File: src/rtl/rwin_pkg.sv
package rwin_pkg;
  localparam logic [2:0] SEL_CWP        = 3'd0;
  localparam logic [2:0] SEL_CANSAVE    = 3'd1;
  localparam logic [2:0] SEL_CANRESTORE = 3'd2;
  localparam logic [2:0] SEL_OTHERWIN   = 3'd3;
  localparam logic [2:0] SEL_CLEANWIN   = 3'd4;
  localparam logic [2:0] SEL_WSTATE     = 3'd5;
  localparam logic [2:0] SEL_VERSION    = 3'd6;
  localparam logic [2:0] SEL_TICKCTL    = 3'd7;

  typedef enum logic [2:0] {
    OP_NONE,
    OP_SAVE,
    OP_RESTORE,
    OP_SAVED,
    OP_RESTORED
  } rwin_op_e;
endpackage

File: src/rtl/rwin_op_decode.sv
module rwin_op_decode
  import rwin_pkg::*;
(
  input  logic     save_i,
  input  logic     restore_i,
  input  logic     saved_i,
  input  logic     restored_i,
  input  logic     hold_i,
  output rwin_op_e op_o
);
  logic [3:0] strobes;
  logic       single;

  assign strobes = {restored_i, saved_i, restore_i, save_i};
  // exactly one strobe: nonzero and clearing the lowest set bit leaves zero
  assign single  = (strobes != 4'd0) && ((strobes & (strobes - 4'd1)) == 4'd0);

  always_comb begin
    op_o = OP_NONE;
    if (single && !hold_i) begin
      if (save_i)         op_o = OP_SAVE;
      else if (restore_i) op_o = OP_RESTORE;
      else if (saved_i)   op_o = OP_SAVED;
      else                op_o = OP_RESTORED;
    end
  end
endmodule

File: src/rtl/rwin_next.sv
module rwin_next
  import rwin_pkg::*;
#(
  parameter int NWIN = 8,
  localparam int CW = $clog2(NWIN)
) (
  input  rwin_op_e         op_i,
  input  logic [CW-1:0]    cwp_i,
  input  logic [CW-1:0]    cansave_i,
  input  logic [CW-1:0]    canrestore_i,
  input  logic [CW-1:0]    otherwin_i,
  input  logic [CW-1:0]    cleanwin_i,
  output logic [CW-1:0]    cwp_o,
  output logic [CW-1:0]    cansave_o,
  output logic [CW-1:0]    canrestore_o,
  output logic [CW-1:0]    otherwin_o,
  output logic [CW-1:0]    cleanwin_o,
  output logic             spill_o,
  output logic             fill_o
);
  localparam logic [CW-1:0] LAST_WIN  = CW'(NWIN - 1);
  localparam logic [CW-1:0] CLEAN_MAX = CW'(NWIN - 1);

  logic clean_bump;

  always_comb begin
    cwp_o        = cwp_i;
    cansave_o    = cansave_i;
    canrestore_o = canrestore_i;
    otherwin_o   = otherwin_i;
    cleanwin_o   = cleanwin_i;
    spill_o      = 1'b0;
    fill_o       = 1'b0;
    clean_bump   = 1'b0;
    case (op_i)
      OP_SAVE: begin
        if (cansave_i == '0) spill_o = 1'b1;
        else begin
          cwp_o        = (cwp_i == LAST_WIN) ? '0 : cwp_i + 1'b1;
          cansave_o    = cansave_i - 1'b1;
          canrestore_o = canrestore_i + 1'b1;
        end
      end
      OP_RESTORE: begin
        if (canrestore_i == '0) fill_o = 1'b1;
        else begin
          cwp_o        = (cwp_i == '0) ? LAST_WIN : cwp_i - 1'b1;
          canrestore_o = canrestore_i - 1'b1;
          cansave_o    = cansave_i + 1'b1;
        end
      end
      OP_SAVED: begin
        if (otherwin_i != '0) begin
          cansave_o  = cansave_i + 1'b1;
          otherwin_o = otherwin_i - 1'b1;
        end else if (canrestore_i != '0) begin
          cansave_o    = cansave_i + 1'b1;
          canrestore_o = canrestore_i - 1'b1;
        end
      end
      OP_RESTORED: begin
        if (otherwin_i != '0) begin
          canrestore_o = canrestore_i + 1'b1;
          otherwin_o   = otherwin_i - 1'b1;
          clean_bump   = 1'b1;
        end else if (cansave_i != '0) begin
          canrestore_o = canrestore_i + 1'b1;
          cansave_o    = cansave_i - 1'b1;
          clean_bump   = 1'b1;
        end
        if (clean_bump && cleanwin_i < CLEAN_MAX) cleanwin_o = cleanwin_i + 1'b1;
      end
      default: ;
    endcase
  end
endmodule

File: src/rtl/rwin_readmux.sv
module rwin_readmux
  import rwin_pkg::*;
#(
  parameter int NWIN     = 8,
  parameter int PHYS_WIN = 8,
  parameter int MAX_TL   = 5,
  parameter int TL_SHIFT = 8,
  parameter int DW       = 16,
  parameter int WS_W     = 3,
  localparam int CW = $clog2(NWIN)
) (
  input  logic [2:0]        sel_i,
  input  logic [CW-1:0]     cwp_i,
  input  logic [CW-1:0]     cansave_i,
  input  logic [CW-1:0]     canrestore_i,
  input  logic [CW-1:0]     otherwin_i,
  input  logic [CW-1:0]     cleanwin_i,
  input  logic [2*WS_W-1:0] wstate_i,
  input  logic              tick_blk_i,
  output logic [DW-1:0]     rdata_o
);
  localparam logic [DW-1:0] VERSION_WORD =
    DW'(PHYS_WIN) | (DW'(MAX_TL) << TL_SHIFT);

  always_comb begin
    case (sel_i)
      SEL_CWP:        rdata_o = DW'(cwp_i);
      SEL_CANSAVE:    rdata_o = DW'(cansave_i);
      SEL_CANRESTORE: rdata_o = DW'(canrestore_i);
      SEL_OTHERWIN:   rdata_o = DW'(otherwin_i);
      SEL_CLEANWIN:   rdata_o = DW'(cleanwin_i);
      SEL_WSTATE:     rdata_o = DW'(wstate_i);
      SEL_VERSION:    rdata_o = VERSION_WORD;
      default:        rdata_o = DW'(tick_blk_i);
    endcase
  end
endmodule

File: src/rtl/rwin_state_ctrl.sv
module rwin_state_ctrl
  import rwin_pkg::*;
#(
  parameter int NWIN     = 8,
  parameter int PHYS_WIN = 8,
  parameter int MAX_TL   = 5,
  parameter int TL_SHIFT = 8,
  parameter int DW       = 16,
  parameter int WS_W     = 3,
  localparam int CW = $clog2(NWIN)
) (
  input  logic            clk_i,
  input  logic            rst_ni,
  input  logic            save_i,
  input  logic            restore_i,
  input  logic            saved_i,
  input  logic            restored_i,
  input  logic            wr_en_i,
  input  logic [2:0]      sel_i,
  input  logic [DW-1:0]   wdata_i,
  output logic [DW-1:0]   rdata_o,
  output logic [CW-1:0]   cwp_o,
  output logic            spill_req_o,
  output logic            fill_req_o,
  output logic            inconsistent_o,
  output logic [WS_W-1:0] wstate_normal_o,
  output logic [WS_W-1:0] wstate_other_o,
  output logic            tick_user_blocked_o
);
  localparam int SW = CW + 2;
  localparam logic [SW-1:0] SUM_TARGET = SW'(NWIN - 2);

  if (NWIN > PHYS_WIN || NWIN < 3) begin : g_bad_cfg
    $error("rwin_state_ctrl: window count outside 3..PHYS_WIN");
  end

  rwin_op_e          op;
  logic [CW-1:0]     cwp_q, cansave_q, canrestore_q, otherwin_q, cleanwin_q;
  logic [CW-1:0]     cwp_n, cansave_n, canrestore_n, otherwin_n, cleanwin_n;
  logic [2*WS_W-1:0] wstate_q;
  logic              tick_blk_q, spill_q, fill_q, spill_n, fill_n;
  logic [SW-1:0]     win_sum;
  logic              unused_wdata;

  assign unused_wdata = ^wdata_i;

  rwin_op_decode u_decode (
    .save_i     (save_i),
    .restore_i  (restore_i),
    .saved_i    (saved_i),
    .restored_i (restored_i),
    .hold_i     (wr_en_i),
    .op_o       (op)
  );

  rwin_next #(.NWIN(NWIN)) u_next (
    .op_i         (op),
    .cwp_i        (cwp_q),
    .cansave_i    (cansave_q),
    .canrestore_i (canrestore_q),
    .otherwin_i   (otherwin_q),
    .cleanwin_i   (cleanwin_q),
    .cwp_o        (cwp_n),
    .cansave_o    (cansave_n),
    .canrestore_o (canrestore_n),
    .otherwin_o   (otherwin_n),
    .cleanwin_o   (cleanwin_n),
    .spill_o      (spill_n),
    .fill_o       (fill_n)
  );

  always_ff @(posedge clk_i or negedge rst_ni) begin
    if (!rst_ni) begin
      cwp_q        <= '0;
      cansave_q    <= CW'(NWIN - 2);
      canrestore_q <= '0;
      otherwin_q   <= '0;
      cleanwin_q   <= CW'(1);
      wstate_q     <= '0;
      tick_blk_q   <= 1'b1;
      spill_q      <= 1'b0;
      fill_q       <= 1'b0;
    end else begin
      spill_q <= spill_n;
      fill_q  <= fill_n;
      if (wr_en_i) begin
        case (sel_i)
          SEL_CWP:        cwp_q        <= wdata_i[CW-1:0];
          SEL_CANSAVE:    cansave_q    <= wdata_i[CW-1:0];
          SEL_CANRESTORE: canrestore_q <= wdata_i[CW-1:0];
          SEL_OTHERWIN:   otherwin_q   <= wdata_i[CW-1:0];
          SEL_CLEANWIN:   cleanwin_q   <= wdata_i[CW-1:0];
          SEL_WSTATE:     wstate_q     <= wdata_i[2*WS_W-1:0];
          SEL_TICKCTL:    tick_blk_q   <= wdata_i[0];
          default: ;
        endcase
      end else begin
        cwp_q        <= cwp_n;
        cansave_q    <= cansave_n;
        canrestore_q <= canrestore_n;
        otherwin_q   <= otherwin_n;
        cleanwin_q   <= cleanwin_n;
      end
    end
  end

  assign win_sum = SW'(cansave_q) + SW'(canrestore_q) + SW'(otherwin_q);
  assign inconsistent_o      = (win_sum != SUM_TARGET);
  assign cwp_o               = cwp_q;
  assign spill_req_o         = spill_q;
  assign fill_req_o          = fill_q;
  assign tick_user_blocked_o = tick_blk_q;
  assign wstate_normal_o     = wstate_q[WS_W-1:0];
  assign wstate_other_o      = wstate_q[2*WS_W-1:WS_W];

  rwin_readmux #(
    .NWIN(NWIN), .PHYS_WIN(PHYS_WIN), .MAX_TL(MAX_TL),
    .TL_SHIFT(TL_SHIFT), .DW(DW), .WS_W(WS_W)
  ) u_rd (
    .sel_i        (sel_i),
    .cwp_i        (cwp_q),
    .cansave_i    (cansave_q),
    .canrestore_i (canrestore_q),
    .otherwin_i   (otherwin_q),
    .cleanwin_i   (cleanwin_q),
    .wstate_i     (wstate_q),
    .tick_blk_i   (tick_blk_q),
    .rdata_o      (rdata_o)
  );

  assert_spill_hold_R3: assert property (@(posedge clk_i) disable iff (!rst_ni)
    (save_i && !restore_i && !saved_i && !restored_i && !wr_en_i && cansave_q == '0)
    |=> (spill_req_o && $stable(cwp_q) && $stable(canrestore_q)));

  assert_save_step_R3: assert property (@(posedge clk_i) disable iff (!rst_ni)
    (save_i && !restore_i && !saved_i && !restored_i && !wr_en_i && cansave_q != '0)
    |=> (cansave_q == $past(cansave_q) - 1'b1 && !spill_req_o));

  assert_fill_hold_R4: assert property (@(posedge clk_i) disable iff (!rst_ni)
    (restore_i && !save_i && !saved_i && !restored_i && !wr_en_i && canrestore_q == '0)
    |=> (fill_req_o && $stable(cwp_q) && $stable(cansave_q)));

  assert_wr_prio_R7: assert property (@(posedge clk_i) disable iff (!rst_ni)
    (wr_en_i && sel_i == SEL_CANSAVE)
    |=> (cansave_q == $past(wdata_i[CW-1:0]) && !spill_req_o && !fill_req_o));

  assert_sum_kept_R2: assert property (@(posedge clk_i) disable iff (!rst_ni)
    (!inconsistent_o && !wr_en_i) |=> !inconsistent_o);

  assert_multi_strobe_R8: assert property (@(posedge clk_i) disable iff (!rst_ni)
    ($countones({save_i, restore_i, saved_i, restored_i}) > 1 && !wr_en_i)
    |=> ($stable(cwp_q) && $stable(cansave_q) && $stable(otherwin_q) && !spill_req_o && !fill_req_o));
endmodule

File: config.mk
export PLATFORM = sky130hd
export DESIGN_NAME = rwin_state_ctrl
export DESIGN_NICKNAME = d
export VERILOG_FILES = /design/src/rtl/rwin_pkg.sv /design/src/rtl/rwin_op_decode.sv /design/src/rtl/rwin_next.sv /design/src/rtl/rwin_readmux.sv /design/src/rtl/rwin_state_ctrl.sv
export SDC_FILE = /design/constraint.sdc
export NUM_CORES = 1
export LEC_CHECK = 0
export CAP_MARGIN = 25
export CORE_MARGIN = 1
export CORE_UTILIZATION = 52
export CTS_CLUSTER_DIAMETER = 60
export DETAILED_ROUTE_END_ITERATION = 8
export GPL_ROUTABILITY_DRIVEN = 0
export PLACE_DENSITY = 0.92
export REMOVE_ABC_BUFFERS = 1
export SKIP_LAST_GASP = 1
export SLEW_MARGIN = 15
export SYNTH_ARGS = -nofsm -noshare
export SYNTH_HDL_FRONTEND = slang
export SYNTH_SLANG_ARGS = --single-unit
File: constraint.sdc
create_clock -name clk_i -period 5.8 [get_ports clk_i]
set_input_delay 1.16 -clock clk_i [delete_from_list [all_inputs] [get_ports clk_i]]
set_output_delay 1.16 -clock clk_i [all_outputs]
set_load 0.01 [all_outputs]
==> results.toml <==
[cells_and_area]
nets = 279
post-route-util_pct = 68.7
drive_gt1_share_pct = 14.3
synthToLayoutAreaGrowth_pct = 22.3
final_cell_mix = "36 x clkdlybuf4s50_1, 20 x dfrtp_1, 16 x o21ai_0, 16 x mux2_2, 15 x inv_1"
n_antenna_cell = 0
layout_commonest_cell = "clkdlybuf4s50_1"

[clocking]
insertion_delay_ns = 0.28
cts_tree = "yes"
cts_sinks = 24
clockRootBuffer = "clkbuf_8"
cts_buffer_depth = 2
path_clk_slew_ns = 0.09
cts_resized = 0
cts_buffers = 3
htreeDepth = 1
cts_hold_buf = 0
cts_setup_buffers = 0

[synth]
netlist_instances = 205
synth_top_area_share_pct = 25.7
ys_warn_count = 0
synth.cell_area_sq_um = 1950
ys_ff_latch = 24
synth_area_per_cell_sq_um = 9.51
synth_ff_type = "dfrtp_1"
synth_edf_count = 0
synth_top_area_cell = "dfrtp_1"
yosysUniqueCellTypes = 47
ys_async_sr_fraction_pct = 100
synth.area.top_cells = "dfrtp_1 26%, mux2_2 9.2%, fa_1 6.2%"
ys_seq_area_share_pct = 31.1

[global_route]
grt_pass1_wl_um = 7680
antenna_found_initial = 0
grt_pass1_vias = 1634
grt_max_degree = 24
grtUsageTotal_pct = 25.0
overflow = 0

[sta]
final.setup.tns_ns = 0
setup_viol = 0
drv_slew = 0
grt_setup_unrepaired = "false"
tightest_slew_ns = 0.789
relSlewSlack_pct = 47.2
finalHoldViolCount = 0
final.period_utilization_pct = 78.0
fin_crit_ns = 4.53
finClkSkew_ns = 0.00306
max_freq_mhz = 221

[place]
io_buffers = 36
hpwl_um = 3570

[worst_setup_path]
crit_fanout = 15
worst-setup-path-type = "in -> out"
r2r-start = "otherwin_q[0]"
rr_endpoint = "cleanwin_q[1]"
crit_slowest_cell = "clkdlybuf4s50_1"
critical_path.endpoint = "rdata_o[0]"
crit_path_frequent_cell = "clkdlybuf4s50_1"
r2r_slack_ns = 3.78
cp.required_ns = 4.64
path_cells = "clkdlybuf4s50_1 -> nor2b_1 -> a221oi_1 -> a21oi_1 -> clkdlybuf4s50_1"
cp-startpoint = "sel_i[0]"
r2r_cells = 7
worstPathArrival_ns = 3.37
slowest_delay_ns = 0.86
crit_path_start_kind = "primary input"
end_kind = "output pin"

[job]
maxCapViolCount = 0

[floorplan]
core_sq_um = 3470
num_io_pins = 55
dieArea_sq_um = 4000
row_count = 21
start_util_pct = 56.2
die_h_um = 63.2
die_x_um = 63.2

[route]
num_vias = 1664
ant_nets = 0
drc_errors = 0
vias_per_cell = 5.88
firstDrtPassIters = 4
drt_iter0_drc = 75
drt-total-wl_um = 4570
wl_per_cell_um = 16.2

[power_and_ir_drop]
vdd_ir_drop_max_mv = 0.213
p_leak_nw = 1.03
power.density_nw_per_um2 = 390

[hold_path]
hp-class = "reg -> reg"

[outcome]
status = "finished clean"
## routing by layer
layer / GRT usage [%] / up-vias / wire length [um]
li1: - / 776 / -
met1: 32.1 / 811 / 1980
met2: 42.3 / 66 / 2270
met3: 3.26 / 11 / 226
met4: 10.5 / 0 / 104
met5: 0 / - / 0
## critical path: cells and delay by family
kind                   cells  cell delay [ns]
AO/OA/AOI/OAI              2             0.33
buffers and inverters      2             1.42
AND/OR/NAND/NOR            1             0.45
## sequential cells by signal (all words and copies together), names as in the netlist
signal               flops
tick_user_blocked_o      1
wstate_q                 6
cansave_q                3
cleanwin_q               3
canrestore_q             3
cwp_o                    3
otherwin_q               3
spill_req_o              1
fill_req_o               1
## stage by stage
| stage | instances | power (W) | worst slack, ns | cell area [sq um] | hold slack, ns |
|---|---|---|---|---|---|
| 2_1_floorplan | 196 | 0.000599 | 2.80 | 1880 | 0.505 |
| 3_3_place_gp | 278 | 0.000745 | 1.36 | 2300 | 0.504 |
| 3_5_place_dp | 279 | 0.000777 | 1.34 | 2310 | 0.517 |
| 4_1_cts | 283 | 0.000933 | 1.32 | 2380 | 0.538 |
| 5_1_grt | 283 | 0.00100 | 1.13 | 2380 | 0.575 |
| 6_report | 283 | 0.000930 | 1.27 | 2380 | 0.536 |
## where the power goes
| group | total, W | switching, W | leakage (nW) | internal, W |
|---|---|---|---|---|
| sequential | 0.000307 | 0.0000766 | 0.283 | 0.000231 |
| combinational | 0.000470 | 0.000224 | 0.715 | 0.000245 |
| clock | 0.000153 | 0.0000608 | 0.0357 | 0.0000925 |
## layout make-up
type                    count  area (sq um)
multi-input cells         157          1220
fillers                   284          1080
flip-flops and latches     24           606
repair buffers             37           375
well taps                  46          57.6
inverters                  15          56.3
clock buffers               3          41.3
clock inverters             1          30.0
## worst min-delay path by stage
stage | slack [ns] | endpoint | from | cells after the start
floorplan | 0.51 | otherwin_q[1] | otherwin_q[1] | 1
global placement | 0.50 | wstate_q[5] | wstate_q[5] | 1
detailed placement | 0.52 | wstate_q[5] | wstate_q[5] | 1
CTS | 0.54 | wstate_q[5] | wstate_q[5] | 1
global route | 0.58 | wstate_q[1] | wstate_q[1] | 1
finish | 0.54 | wstate_q[5] | wstate_q[5] | 1
## kinds of logic (layout without fill, tap and decap cells)
group                    count (synthesis)  after routing  synth area share [%]
XOR/XNOR                                 8              8                  3.59
flip-flops                              24             24                  31.1
other                                    1              8                 0.192
AO/OA/AOI/OAI                           47             47                  16.2
buffers and inverters                   31             56                  7.83
multiplexers                            25             25                  13.9
AND/OR/NAND/NOR                         54             54                  15.3
adder cells (fa/ha/maj)                 15             15                  11.9
## cells in the mapped netlist (2+ instances only)
library cell,n
nor2b_1,2
nor2_1,10
and3_1,5
mux2_2,16
ha_1,9
a21o_1,2
buf_4,9
xnor2_1,6
fa_1,6
inv_1,15
o221ai_1,2
o211ai_1,3
a31oi_1,3
nand2_1,12
dfrtp_1,20
o21ai_0,16
dfstp_2,4
a21oi_1,11
nand3_1,6
xor2_1,2
nand2b_1,3
nand4_1,4
nor3_1,3
mux2i_1,9
clkbuf_1,5
Note: power is estimated with default switching activity, not from simulation.
